## src/rtl/irq_pkg.sv

```systemverilog
package irq_pkg;
  localparam int unsigned DATA_W   = 16;
  localparam int unsigned N_CORE   = 3;
  localparam int unsigned N_PERIPH = 9;
  localparam int unsigned N_CTL    = 5;

  typedef enum logic [1:0] {
    ADDR_CORE  = 2'd0,
    ADDR_PFLAG = 2'd1,
    ADDR_PEN   = 2'd2,
    ADDR_PCLR  = 2'd3
  } reg_addr_e;

  // Core control bits inside the enable bank (bits 7:3 of the core byte)
  localparam int unsigned CTL_GIE  = 4;
  localparam int unsigned CTL_PEIE = 3;
endpackage

```

## src/rtl/irq_flag_bank.sv

```systemverilog
module irq_flag_bank #(
  parameter int unsigned N = 3,
  parameter logic [N-1:0] PRESENT = '1
) (
  input  logic         clk_i,
  input  logic         rst_ni,
  input  logic [N-1:0] set_i,
  input  logic         wr_i,
  input  logic [N-1:0] wdata_i,
  input  logic         clr_i,
  input  logic [N-1:0] clr_mask_i,
  output logic [N-1:0] flags_o
);
  for (genvar i = 0; i < N; i++) begin : g_bit
    if (PRESENT[i]) begin : g_on
      logic q, d;
      always_comb begin
        d = q;
        if (wr_i)      d = wdata_i[i];
        else if (clr_i && clr_mask_i[i]) d = 1'b0;
        if (set_i[i])  d = 1'b1; // hardware set wins
      end
      always_ff @(posedge clk_i or negedge rst_ni) begin
        if (!rst_ni) q <= 1'b0;
        else         q <= d;
      end
      assign flags_o[i] = q;
    end else begin : g_off
      assign flags_o[i] = 1'b0;
    end
  end
endmodule

```

## src/rtl/irq_en_bank.sv

```systemverilog
module irq_en_bank #(
  parameter int unsigned N = 5,
  parameter logic [N-1:0] PRESENT = '1
) (
  input  logic         clk_i,
  input  logic         rst_ni,
  input  logic         wr_i,
  input  logic [N-1:0] wdata_i,
  output logic [N-1:0] en_o
);
  for (genvar i = 0; i < N; i++) begin : g_bit
    if (PRESENT[i]) begin : g_on
      logic q;
      always_ff @(posedge clk_i or negedge rst_ni) begin
        if (!rst_ni)   q <= 1'b0;
        else if (wr_i) q <= wdata_i[i];
      end
      assign en_o[i] = q;
    end else begin : g_off
      assign en_o[i] = 1'b0;
    end
  end
endmodule

```

## src/rtl/irq_combine.sv

```systemverilog
module irq_combine #(
  parameter int unsigned NC = 3,
  parameter int unsigned NP = 9
) (
  input  logic          clk_i,
  input  logic          rst_ni,
  input  logic [NC-1:0] core_flags_i,
  input  logic [NC-1:0] core_en_i,
  input  logic [NP-1:0] per_flags_i,
  input  logic [NP-1:0] per_en_i,
  input  logic          gie_i,
  input  logic          peie_i,
  output logic          wake_o,
  output logic          irq_o
);
  logic core_act, per_act, irq_d, irq_q;

  assign core_act = |(core_flags_i & core_en_i);
  assign per_act  = |(per_flags_i & per_en_i);
  // wake taken ahead of both group and global gates
  assign wake_o   = core_act | per_act;
  assign irq_d    = gie_i & (core_act | (peie_i & per_act));

  always_ff @(posedge clk_i or negedge rst_ni) begin
    if (!rst_ni) irq_q <= 1'b0;
    else         irq_q <= irq_d;
  end
  assign irq_o = irq_q;
endmodule

```

## src/rtl/irq_aggregator.sv

```systemverilog
module irq_aggregator
  import irq_pkg::*;
#(
  parameter logic [N_PERIPH-1:0] PERIPH_PRESENT = 9'h1FE
) (
  input  logic                clk_i,
  input  logic                rst_ni,
  input  logic [1:0]          reg_addr_i,
  input  logic                reg_we_i,
  input  logic [DATA_W-1:0]   reg_wdata_i,
  output logic [DATA_W-1:0]   reg_rdata_o,
  input  logic [N_CORE-1:0]   core_set_i,
  input  logic [N_PERIPH-1:0] periph_set_i,
  output logic                irq_o,
  output logic                wake_o
);
  localparam int unsigned CORE_W = N_CORE + N_CTL;

  logic [N_CORE-1:0]   core_flags;
  logic [N_CTL-1:0]    ctl_q;
  logic [N_CORE-1:0]   core_en;
  logic [N_PERIPH-1:0] per_flags, per_en;
  logic                gie, peie;
  logic                wr_core, wr_pflag, wr_pen, wr_pclr;

  assign wr_core  = reg_we_i && (reg_addr_i == ADDR_CORE);
  assign wr_pflag = reg_we_i && (reg_addr_i == ADDR_PFLAG);
  assign wr_pen   = reg_we_i && (reg_addr_i == ADDR_PEN);
  assign wr_pclr  = reg_we_i && (reg_addr_i == ADDR_PCLR);

  irq_flag_bank #(.N(N_CORE), .PRESENT('1)) u_core_flags (
    .clk_i, .rst_ni,
    .set_i      (core_set_i),
    .wr_i       (wr_core),
    .wdata_i    (reg_wdata_i[N_CORE-1:0]),
    .clr_i      (1'b0),
    .clr_mask_i ('0),
    .flags_o    (core_flags)
  );

  irq_en_bank #(.N(N_CTL), .PRESENT('1)) u_core_ctl (
    .clk_i, .rst_ni,
    .wr_i    (wr_core),
    .wdata_i (reg_wdata_i[CORE_W-1:N_CORE]),
    .en_o    (ctl_q)
  );

  assign core_en = ctl_q[N_CORE-1:0];
  assign gie     = ctl_q[CTL_GIE];
  assign peie    = ctl_q[CTL_PEIE];

  irq_flag_bank #(.N(N_PERIPH), .PRESENT(PERIPH_PRESENT)) u_per_flags (
    .clk_i, .rst_ni,
    .set_i      (periph_set_i),
    .wr_i       (wr_pflag),
    .wdata_i    (reg_wdata_i[N_PERIPH-1:0]),
    .clr_i      (wr_pclr),
    .clr_mask_i (reg_wdata_i[N_PERIPH-1:0]),
    .flags_o    (per_flags)
  );

  irq_en_bank #(.N(N_PERIPH), .PRESENT(PERIPH_PRESENT)) u_per_en (
    .clk_i, .rst_ni,
    .wr_i    (wr_pen),
    .wdata_i (reg_wdata_i[N_PERIPH-1:0]),
    .en_o    (per_en)
  );

  irq_combine #(.NC(N_CORE), .NP(N_PERIPH)) u_combine (
    .clk_i, .rst_ni,
    .core_flags_i (core_flags),
    .core_en_i    (core_en),
    .per_flags_i  (per_flags),
    .per_en_i     (per_en),
    .gie_i        (gie),
    .peie_i       (peie),
    .wake_o       (wake_o),
    .irq_o        (irq_o)
  );

  always_comb begin
    reg_rdata_o = '0;
    unique case (reg_addr_i)
      ADDR_CORE:  reg_rdata_o[CORE_W-1:0]   = {ctl_q, core_flags};
      ADDR_PFLAG: reg_rdata_o[N_PERIPH-1:0] = per_flags;
      ADDR_PEN:   reg_rdata_o[N_PERIPH-1:0] = per_en;
      default:    reg_rdata_o[N_PERIPH-1:0] = per_flags;
    endcase
  end
endmodule

```

## config.mk

```make
export PLATFORM = sky130hd
export DESIGN_NAME = irq_aggregator
export DESIGN_NICKNAME = d
export VERILOG_FILES = /design/src/rtl/irq_pkg.sv /design/src/rtl/irq_flag_bank.sv /design/src/rtl/irq_en_bank.sv /design/src/rtl/irq_combine.sv /design/src/rtl/irq_aggregator.sv
export SDC_FILE = /design/constraint.sdc
export NUM_CORES = 1
export LEC_CHECK = 0
export ABC_AREA = 1
export CORE_UTILIZATION = 50
export CTS_CLUSTER_DIAMETER = 80
export DETAILED_ROUTE_END_ITERATION = 10
export DONT_BUFFER_PORTS = 1
export PLACE_DENSITY = 0.66
export SLEW_MARGIN = 20
export SYNTH_ARGS = -nofsm -noshare
export SYNTH_HDL_FRONTEND = slang
export SYNTH_SLANG_ARGS = --single-unit
```

## constraint.sdc

```tcl
create_clock -name clk_i -period 1.08 [get_ports clk_i]
set_input_delay 0.216 -clock clk_i [delete_from_list [all_inputs] [get_ports clk_i]]
set_output_delay 0.216 -clock clk_i [all_outputs]
set_load 0.05 [all_outputs]
```

==> results.md, run 1 <==
* Fmax at 692 MHz
* Commonest non-fill, non-tap cells in the layout: nand2_1 (29), dfrtp_1 (25), inv_1 (20), buf_6 (18), o21ai_1 (16)
* WHS at 0.0172 ns
* All-Layer GR Usage at 27.4%
* Comb power frac at 43.0%
* Row cnt at 18
* I/O Buffers at 0
* Worst EP required at approximately 0.86 ns
* Status: complete, but fails checks
* Critical path endpoint category: output port
* ANT cells at 0
* Worst vdd ir at 0.973 mV
* Clock sinks at 25
* Distinct cells, synth at 19
* Max cap viols at 0
* Slew Limit Fails at 0
* Largest net degree at the start of global routing at 26
* Die height at ~55 µm
* Area Overhead vs Synth at 50.7%
* Clock share of power at 15.4%
* Clk slew on worst S/H paths at around 0.14 ns
* Synth Area in XOR/XNOR at 0%
* Num CTS Buffers at 3
* Initial Util at 54.4%
* Maximum fanout along the worst path at 2
* Top-level port count at 51
* Drt wl/cell at 14.7 µm
* Synthesized flop and latch total at 25
* Power per cell area at 1290 nW/µm²
* Via count at 1297
* Final net count at between 200 and 300
* Critical path type: flop to output port
* Placed cell areas at 1740 µm²
* Layout Skew at 0.00772 ns
* Register area at 626 µm²
* Fin worst setup slack at -0.365 ns
* Final setup violation count at 11
* Overall Power at 2710 µW
* Final worst-path cycle share at 134%
* CTS tree: built
* Clock Latency Late Sink at 0.31 ns
* Worst slack at placement at -0.0630 ns
* Layout fillers at between 150 and 200
* RSZ-0062 raised after global routing: true
* Vias in the first global route at 1254
* Post-Synth Simple-Gate Area at 24.9%
* Core footprint at around 2600 µm²
* Final Hold Fails at 0
* Die ar. at 3010 µm²
* Failing checks: setup timing
* Post-synthesis mux area share at 0%
* Worst Setup Start Kind: flop
* Max clock buf depth at 2
* Initial DRC count at 26
* Detailed placement HPWL at ~2500 µm
* Flop pwr share at 41.6%
* First-pass GRT wire length at roughly 5600 µm
* Routed WL at 3660 µm
* Post-Synth Adder-Cell Area at 0%
* Hold Path Class: input port to flop
* Sequential cell area fraction in the yosys report at 44.8%
* Initial antenna violation count at 0
* Via density at 5.21
* H-tree depth at 1
* Synthesized area at around 1400 µm²
* Worst EP arrival at 1.23 ns
* Final routed DRC violation total at 0
* Final core occ at 82.0%
* Finished layout cell area at 2100 µm²
* Switching share of total power at 36.6%
* CTS Root Cell: clkbuf_4
* ANT nets after route at 0
* Die W at 54.8 µm
* Ratio of cells with drive above 1 in the final layout at 43.4%
* Crit path time final at approximately 1.4 ns
* Psw at 989 µW
* Pre-antenna DRT Iters at 4
* P_leak at 0.00105 µW
* Syn Area/Cell at just under 8 µm²
* GRT Residual Overflow at 0
* Area occupied by multi-input gates at ~800 µm²
* Yosys warns at 0
* Most common cell after layout, fill and taps aside: nand2_1
* Syn Inst Count at 176
* Total internal power at 1720 µW
* Routability cong. at about 0.8
* Compound-Gate Fraction of Synth Area at between 15 and 20%
* Largest family of logic cells by synthesized area: simple AND/OR/NAND/NOR gates
[through the flow]
step           setup TNS [ns]  instances
2_1_floorplan          -0.554        182
3_3_place_gp          -0.0525        236
3_5_place_dp          -0.0743        236
4_1_cts                 -3.19        246
5_1_grt                 -3.78        249
6_report                -3.09        249
[power groups by stage]
stage / logic, µW / registers, µW / clock network (µW)
floorplan: 569 / 1150 / 0
CTS: 1070 / 1110 / 434
detailed placement: 934 / 1120 / 0
global route: 1250 / 1140 / 469
finish: 1160 / 1130 / 416
global placement: 911 / 1110 / 0
[worst paths after layout]
kind | start | to | slack, ns | cells past startpoint
setup / recovery | u_per_en.g_bit[1].g_on.q$_DFFE_PN0P_ | wake_o | -0.37 | 4
hold / removal | core_set_i[0] | u_core_flags.g_bit[0].g_on.q$_DFFE_PN0P_ | 0.02 | 2
setup reg to reg | u_per_en.g_bit[1].g_on.q$_DFFE_PN0P_ | u_combine.irq_o$_DFF_PN0_ | -0.08 | 6
hold reg to reg | u_core_ctl.g_bit[4].g_on.q$_DFFE_PN0P_ | u_core_ctl.g_bit[4].g_on.q$_DFFE_PN0P_ | 0.53 | 2
max in group asynchronous | rst_ni | u_per_flags.g_bit[2].g_on.q$_DFFE_PN0P_ | 0.62 | 2
min in group asynchronous | rst_ni | u_per_flags.g_bit[3].g_on.q$_DFFE_PN0P_ | 0.31 | 2
[layout make-up]
cell class | instances | area share [%]
flip-flops and latches | 25 | 29.7
well taps | 30 | 1.78
inverters | 23 | 4.99
multi-input cells | 123 | 38.5
clock buffers | 4 | 1.25
repair buffers | 44 | 23.8
[cell families (layout without fill, tap and decap cells)]
| logic type | count (synthesis) | after routing |
|---|---|---|
| buffers and inverters | 34 | 71 |
| AO/OA/AOI/OAI | 37 | 37 |
| AND/OR/NAND/NOR | 79 | 79 |
| other | 1 | 7 |
| flip-flops | 25 | 25 |
[repair_timing]
item,in CTS,in global routing
hold buffers,3,1
buffers inserted,3,2
pin swaps,14,9
gates resized for setup,37,28
endpoints found under the setup margin,12,12
hold endpoints to repair,26,1
[flip-flops by register name, indices dropped and copies added (netlist names)]
name                       count
u_per_en.g_bit.g_on.q          8
u_per_flags.g_bit.g_on.q       8
u_combine.irq_o                1
u_core_flags.g_bit.g_on.q      3
u_core_ctl.g_bit.g_on.q        5
[routing by layer]
layer	global-route usage (%)	routed length (µm)	share of wire, %
met4	8.55	10	0.27
met1	33.2	1610	44
met2	49.4	1900	52
met5	0	0	0
met3	3.89	139	3.8
[synthesized netlist by cell type (all sizes together)]
cell    instances  area share (%)
a22o            1            0.63
conb            1            0.27
dfrtp          25              45
nand2          54              15
a21oi           3             1.1
o211ai          9             4.8
buf            11             6.5
inv            23             6.2
nor2           16             5.4
nand3           9             4.1
o21ai          24              11
[worst max-delay path: stages, from the launching register on]
cell     delay (ns)
dfrtp_1        0.43
nand2_1        0.09
nand2_1        0.07
nor2_2         0.13
nand3_4        0.19
Power figures use the tool's default switching activity.
==> run 2: changes to the inputs <==
- CELL_PAD_IN_SITES_DETAIL_PLACEMENT: unset -> 1
- CELL_PAD_IN_SITES_GLOBAL_PLACEMENT: unset -> 1
- CORE_UTILIZATION: 50 -> 25
- PLACE_DENSITY: 0.66 -> 0.5
==> results.md, run 2 (same netlist as run 1, synthesis figures left out) <==
* Most common cell on crit path: nand2_1 (unchanged)
* Max clock buf depth at 2 (unchanged)
* Fin cells at 290 (was 249)
* Initial Util at 26.7% (was 54.4%)
* Via density at 4.48 (was 5.21)
* All-Layer GR Usage at 15.9% (was 27.4%)
* Fin worst setup slack at -0.379 ns (was -0.365 ns)
* WHS at 0.0608 ns (was 0.0172 ns)
* Layout Skew at 0.00807 ns (was 0.00772 ns)
* I/O Buffers at 0 (unchanged)
* Fmax at 685 MHz (was 692 MHz)
* Largest net degree at the start of global routing at 26 (unchanged)
* Failing checks: setup timing (unchanged)
* Final Hold Fails at 0 (unchanged)
* Critical path endpoint category: output port (unchanged)
* Clock share of power at 20.2% (was 15.4%)
* GRT Residual Overflow at 0 (unchanged)
* Vias in the first global route at 1421 (was 1254)
* Routed WL at 4560 µm (was 3660 µm)
* Worst EP required at 0.86 ns (about the same)
* First-pass GRT wire length at 7190 µm (was 5580 µm)
* Area Overhead vs Synth at 56.6% (was 50.7%)
* Maximum fanout along the worst path at 2 (unchanged)
* Switching share of total power at 36.6% (about the same)
* Via count at 1298 (was 1297)
* Detailed placement HPWL at 3270 µm (was 2470 µm)
* Hold Path Class: input port to flop (unchanged)
* Initial antenna violation count at 0 (unchanged)
* Num CTS Buffers at 3 (unchanged)
* ANT cells at 0 (unchanged)
* Final net count at 254 (was 253)
* Final routed DRC violation total at 0 (unchanged)
* Row cnt at 26 (was 18)
* Top-level port count at 51 (unchanged)
* Core footprint at 5240 µm² (was 2570 µm²)
* Status: complete, but fails checks (unchanged)
* Total internal power at 1840 µW (was 1720 µW)
* CTS Root Cell: clkbuf_8 (was clkbuf_4)
* RSZ-0062 raised after global routing: true (unchanged)
* Most common cell after layout, fill and taps aside: nand2_1 (unchanged)
* Clock sinks at 25 (unchanged)
* Final worst-path cycle share at 135% (was 134%)
* Final setup violation count at 11 (unchanged)
* Psw at 1060 µW (was 989 µW)
* Slowest Stage Delay on Critical Path at 0.40 ns (was 0.43 ns)
* Setup_tns at -2.76 ns (was -3.09 ns)
* Die ar. at 5890 µm² (was 3010 µm²)
* Slew Limit Fails at 0 (unchanged)
* Worst Setup Start Kind: flop (unchanged)
* Placed insts at 279 (was 236)
* P_leak at 0.00107 µW (was 0.00105 µW)
* Worst EP arrival at 1.24 ns (was 1.23 ns)
* CP max-delay cell: dfrtp_1 (unchanged)
* Clk slew on worst S/H paths at 0.10 ns (was 0.14 ns)
* ANT nets after route at 0 (unchanged)
* Comb power frac at 41.3% (was 43.0%)
* Die W at 76.7 µm (was 54.8 µm)
* Crit path cell chain: nand2_1 -> nand2_1 -> nor2_2 -> nand3_4 -> buf_12 (was nand2_1 -> nand2_1 -> nor2_2 -> nand3_4)
* CTS tree: built (unchanged)
* Ratio of cells with drive above 1 in the final layout at 45.5% (was 43.4%)
* Power per cell area at 1330 nW/µm² (was 1290 nW/µm²)
* Commonest non-fill, non-tap cells in the layout: nand2_1 (29), dfrtp_1 (25), inv_1 (21), buf_4 (19) (was nand2_1 (29), dfrtp_1 (25), inv_1 (20), buf_6 (18), o21ai_1 (16))
* Worst vdd ir at 0.476 mV (was 0.973 mV)
* Drt wl/cell at 15.7 µm (was 14.7 µm)
* Initial DRC count at 39 (was 26)
* Clock Latency Late Sink at 0.27 ns (was 0.31 ns)
* Routability cong. at 0.760 (was 0.806)
* Max cap viols at 0 (unchanged)
* Pre-antenna DRT Iters at 4 (unchanged)
* Flop pwr share at 38.4% (was 41.6%)
* Die height at 76.7 µm (was 54.8 µm)
* Critical path type: flop to output port (unchanged)
* H-tree depth at 1 (unchanged)
* Crit path time final at 1.46 ns (was 1.45 ns)
* Final core occ at 41.8% (was 82.0%)
* Largest regs: u_per_en.g_bit.g_on.q x8, u_per_flags.g_bit.g_on.q x8, u_core_ctl.g_bit.g_on.q x5 (unchanged)
run 2: cell types whose count changed in the layout (fill, tap and decap cells not counted), moves of 2 or more:
cell,change
dlygate4sd3_1,-2
nor2_2,+2
clkbuf_4,-3
buf_12,+2
buf_6,-2
buf_4,+4
clkbuf_8,+3
run 2: per-stage QoR:
stage          total power (µW)  setup slack [ns]  area (µm²)
4_1_cts                    2830            -0.379        2060
5_1_grt                    3060            -0.459        2190
2_1_floorplan              1720            -0.353        1470
3_3_place_gp               2070           -0.0778        1840
6_report                   2910            -0.379        2190
3_5_place_dp               2100           -0.0958        1840
run 2: power groups by stage:
| stage | combinational [µW] | clock [µW] | sequential (µW) |
|---|---|---|---|
| 2_1_floorplan | 569 | 0 | 1150 |
| 4_1_cts | 1120 | 599 | 1110 |
| 5_1_grt | 1290 | 644 | 1130 |
| 6_report | 1200 | 588 | 1120 |
| 3_3_place_gp | 949 | 0 | 1120 |
| 3_5_place_dp | 978 | 0 | 1120 |
run 2: final timing paths:
kind / from / endpoint / slack, ns / depth (start not counted)
hold / removal: core_set_i[1] / u_core_flags.g_bit[1].g_on.q$_DFFE_PN0P_ / 0.06 / 2
max in group asynchronous: rst_ni / u_per_flags.g_bit[6].g_on.q$_DFFE_PN0P_ / 0.55 / 2
hold reg to reg: u_core_ctl.g_bit[4].g_on.q$_DFFE_PN0P_ / u_core_ctl.g_bit[4].g_on.q$_DFFE_PN0P_ / 0.50 / 2
setup reg to reg: u_per_flags.g_bit[8].g_on.q$_DFFE_PN0P_ / u_combine.irq_o$_DFF_PN0_ / -0.06 / 7
setup / recovery: u_per_flags.g_bit[8].g_on.q$_DFFE_PN0P_ / wake_o / -0.38 / 5
min in group asynchronous: rst_ni / u_core_ctl.g_bit[0].g_on.q$_DFFE_PN0P_ / 0.37 / 2
run 2: metal layers:
layer  track usage (%)  vias to the layer above  share of wire [%]
met5                 0                        -                  0
met2              29.5                       27                 55
met3              3.45                        2                4.3
li1                  -                      637                  -
met1              18.5                      632                 41
met4              3.46                        0               0.33
run 2: what timing repair did:
action	in CTS	in global routing
buffers inserted	2	6
setup endpoints to repair	10	11
hold buffers	2	0
pin swaps	15	16
gates resized for setup	36	25
gates cloned	0	0
endpoints found under the hold margin	25	0
run 2: area by class of cell:
cell class	count	area, µm²
Clock buffer	3	41.3
Clock inverter	1	5.00
Fill cell	621	3050
Inverter	23	103
Multi-Input combinational cell	123	812
Sequential cell	25	626
Tap cell	70	87.6
Timing Repair Buffer	45	513
run 2: worst max-delay path, delay by kind of cell, from the launching register on:
| kind | cells | cell delay, ns |
|---|---|---|
| flops | 1 | 0.40 |
| simple gates | 4 | 0.40 |
| buf+inv | 1 | 0.16 |
==> run 3: changes to the inputs <==
- BUFFER_PORTS_ARGS: unset -> -buffer_cell sky130_fd_sc_hd__buf_2
- DONT_BUFFER_PORTS: 1 -> unset
- PLACE_DENSITY: 0.5 -> 0.61
==> results.md, run 3 (same netlist as run 1, synthesis figures left out) <==
* Status: complete, but fails checks (unchanged)
* Failing checks: setup timing (unchanged)
* Detailed placement HPWL at 3080 µm (was 3270 µm)
* Most common cell after layout, fill and taps aside: buf_4 (was nand2_1)
* ANT cells at 0 (unchanged)
* Core footprint at 5240 µm² (unchanged)
* H-tree depth at 1 (unchanged)
* Crit path cell chain: buf_4 -> buf_6 -> nand2_2 -> nand3_2 -> buf_8 (was nand2_1 -> nand2_1 -> nor2_2 -> nand3_4 -> buf_12)
* First-pass GRT wire length at 7210 µm (was 7190 µm)
* CP max-delay cell: dfrtp_1 (unchanged)
* Final routed DRC violation total at 0 (unchanged)
* Routed WL at 4480 µm (was 4560 µm)
* Clk slew on worst S/H paths at 0.10 ns (about the same)
* I/O Buffers at 35 (was 0)
* Via count at 1388 (was 1298)
* Ratio of cells with drive above 1 in the final layout at 54.1% (was 45.5%)
* P_leak at 0.00122 µW (was 0.00107 µW)
* Num CTS Buffers at 3 (unchanged)
* Vias in the first global route at 1430 (was 1421)
* RSZ-0062 raised after global routing: true (unchanged)
* Area Overhead vs Synth at 70.8% (was 56.6%)
* Die ar. at 5890 µm² (unchanged)
* Critical path type: flop to output port (unchanged)
* Crit path time final at 1.44 ns (was 1.46 ns)
* Worst EP required at 0.86 ns (about the same)
* CTS tree: built (unchanged)
* Maximum fanout along the worst path at 2 (unchanged)
* ANT nets after route at 0 (unchanged)
* Pre-antenna DRT Iters at 4 (unchanged)
* Initial antenna violation count at 0 (unchanged)
* WHS at 0.150 ns (was 0.0608 ns)
* Commonest non-fill, non-tap cells in the layout: buf_4 (28), nand2_1 (25), dfrtp_1 (25), buf_2 (24) (was nand2_1 (29), dfrtp_1 (25), inv_1 (21), buf_4 (19))
* Fin worst setup slack at -0.358 ns (was -0.379 ns)
* Slowest Stage Delay on Critical Path at 0.41 ns (was 0.40 ns)
* Critical path endpoint category: output port (unchanged)
* Final net count at 289 (was 254)
* CTS Root Cell: clkbuf_8 (unchanged)
* Largest net degree at the start of global routing at 26 (unchanged)
* Final worst-path cycle share at 133% (was 135%)
* Die height at 76.7 µm (unchanged)
* Largest regs: u_per_en.g_bit.g_on.q x8, u_per_flags.g_bit.g_on.q x8, u_core_ctl.g_bit.g_on.q x5 (unchanged)
* Number of cells on the worst hold path at 3 (was 2)
* Max clock buf depth at 2 (unchanged)
* Hold Path Class: input port to flop (unchanged)
* Via density at 4.27 (was 4.48)
* Die W at 76.7 µm (unchanged)
* Fmax at 695 MHz (was 685 MHz)
* Critical path launch point: u_core_flags.g_bit[1].g_on.q$_DFFE_PN0P_ (was u_per_flags.g_bit[8].g_on.q$_DFFE_PN0P_)
* Worst vdd ir at 0.493 mV (was 0.476 mV)
* RR Startpoint: u_core_flags.g_bit[1].g_on.q$_DFFE_PN0P_ (was u_per_flags.g_bit[8].g_on.q$_DFFE_PN0P_)
* Layout Skew at 0.00158 ns (was 0.00807 ns)
* Clock sinks at 25 (unchanged)
* Final setup violation count at 10 (was 11)
* Drt wl/cell at 13.8 µm (was 15.7 µm)
* R2R depth at 4 (was 7)
* Slew Limit Fails at 0 (unchanged)
* Initial Util at 26.7% (unchanged)
* GRT Residual Overflow at 0 (unchanged)
* Top-level port count at 51 (unchanged)
* Routability cong. at 0.730 (was 0.760)
* Power per cell area at 1250 nW/µm² (was 1330 nW/µm²)
* Worst EP arrival at 1.22 ns (was 1.24 ns)
* Row cnt at 26 (unchanged)
* Final core occ at 45.5% (was 41.8%)
* Final Hold Fails at 0 (unchanged)
* All-Layer GR Usage at 15.8% (was 15.9%)
* Worst Setup Start Kind: flop (unchanged)
* Max cap viols at 0 (unchanged)
* Clock Latency Late Sink at 0.27 ns (about the same)
* HP Start: periph_set_i[1] (was core_set_i[1])
* Initial DRC count at 29 (was 39)
run 3: layer usage:
metal,vias to the layer above,wire (µm),GRT usage (%)
li1,709,-,-
met1,656,2070,21.6
met2,21,2260,26.0
met3,2,114,2.14
met4,0,31,4.62
met5,-,0,0
run 3: area by class of cell:
cell class | instances | area, µm²
sequential | 25 | 626
multi-input combinational | 123 | 820
timing repair buffer | 80 | 701
tap | 70 | 87.6
inverter | 23 | 105
clock inverter | 1 | 5.00
fill | 637 | 2850
clock buffer | 3 | 41.3
run 3: path summary, 6_finish.rpt:
kind                                                            end  slack [ns]
max reg2reg                u_core_flags.g_bit[1].g_on.q$_DFFE_PN0P_        0.06
min in group asynchronous   u_per_flags.g_bit[6].g_on.q$_DFFE_PN0P_        0.40
min                         u_per_flags.g_bit[1].g_on.q$_DFFE_PN0P_        0.15
max                                                  reg_rdata_o[1]       -0.36
min reg2reg                  u_core_ctl.g_bit[3].g_on.q$_DFFE_PN0P_        0.56
max in group asynchronous   u_per_flags.g_bit[7].g_on.q$_DFFE_PN0P_        0.52
run 3: critical path, delay by kind of cell (launching register included):
kind	cells	cell delay, ns
buffers and inverters	3	0.41
flip-flops	1	0.41
AND/OR/NAND/NOR	2	0.14
run 3: power by group:
part	switching, µW	internal (µW)	leakage [µW]	total (µW)
Clock	329	259	0.0000255	588
Combinational	706	568	0.000910	1270
Sequential	76.5	1040	0.000280	1120
run 3: what timing repair did:
| action | in CTS | in global routing |
|---|---|---|
| hold buffers | 1 | 0 |
| pin swaps | 9 | 13 |
| hold endpoints to repair | 25 | 0 |
| resized for setup | 58 | 37 |
| setup endpoints to repair | 10 | 18 |
| buffers inserted | 5 | 9 |
run 3: through the flow:
step                instances  total power (µW)  instance area, µm²  worst slack, ns  TNS (ns)
global placement          310              2080                1920           -0.268     -5.27
finish                    325              2980                2380           -0.358     -2.81
floorplan                 182              1720                1470           -0.353    -0.554
CTS                       319              2860                2200           -0.388     -2.75
detailed placement        310              2090                1920           -0.279     -5.49
global route              325              3140                2380           -0.423     -3.27
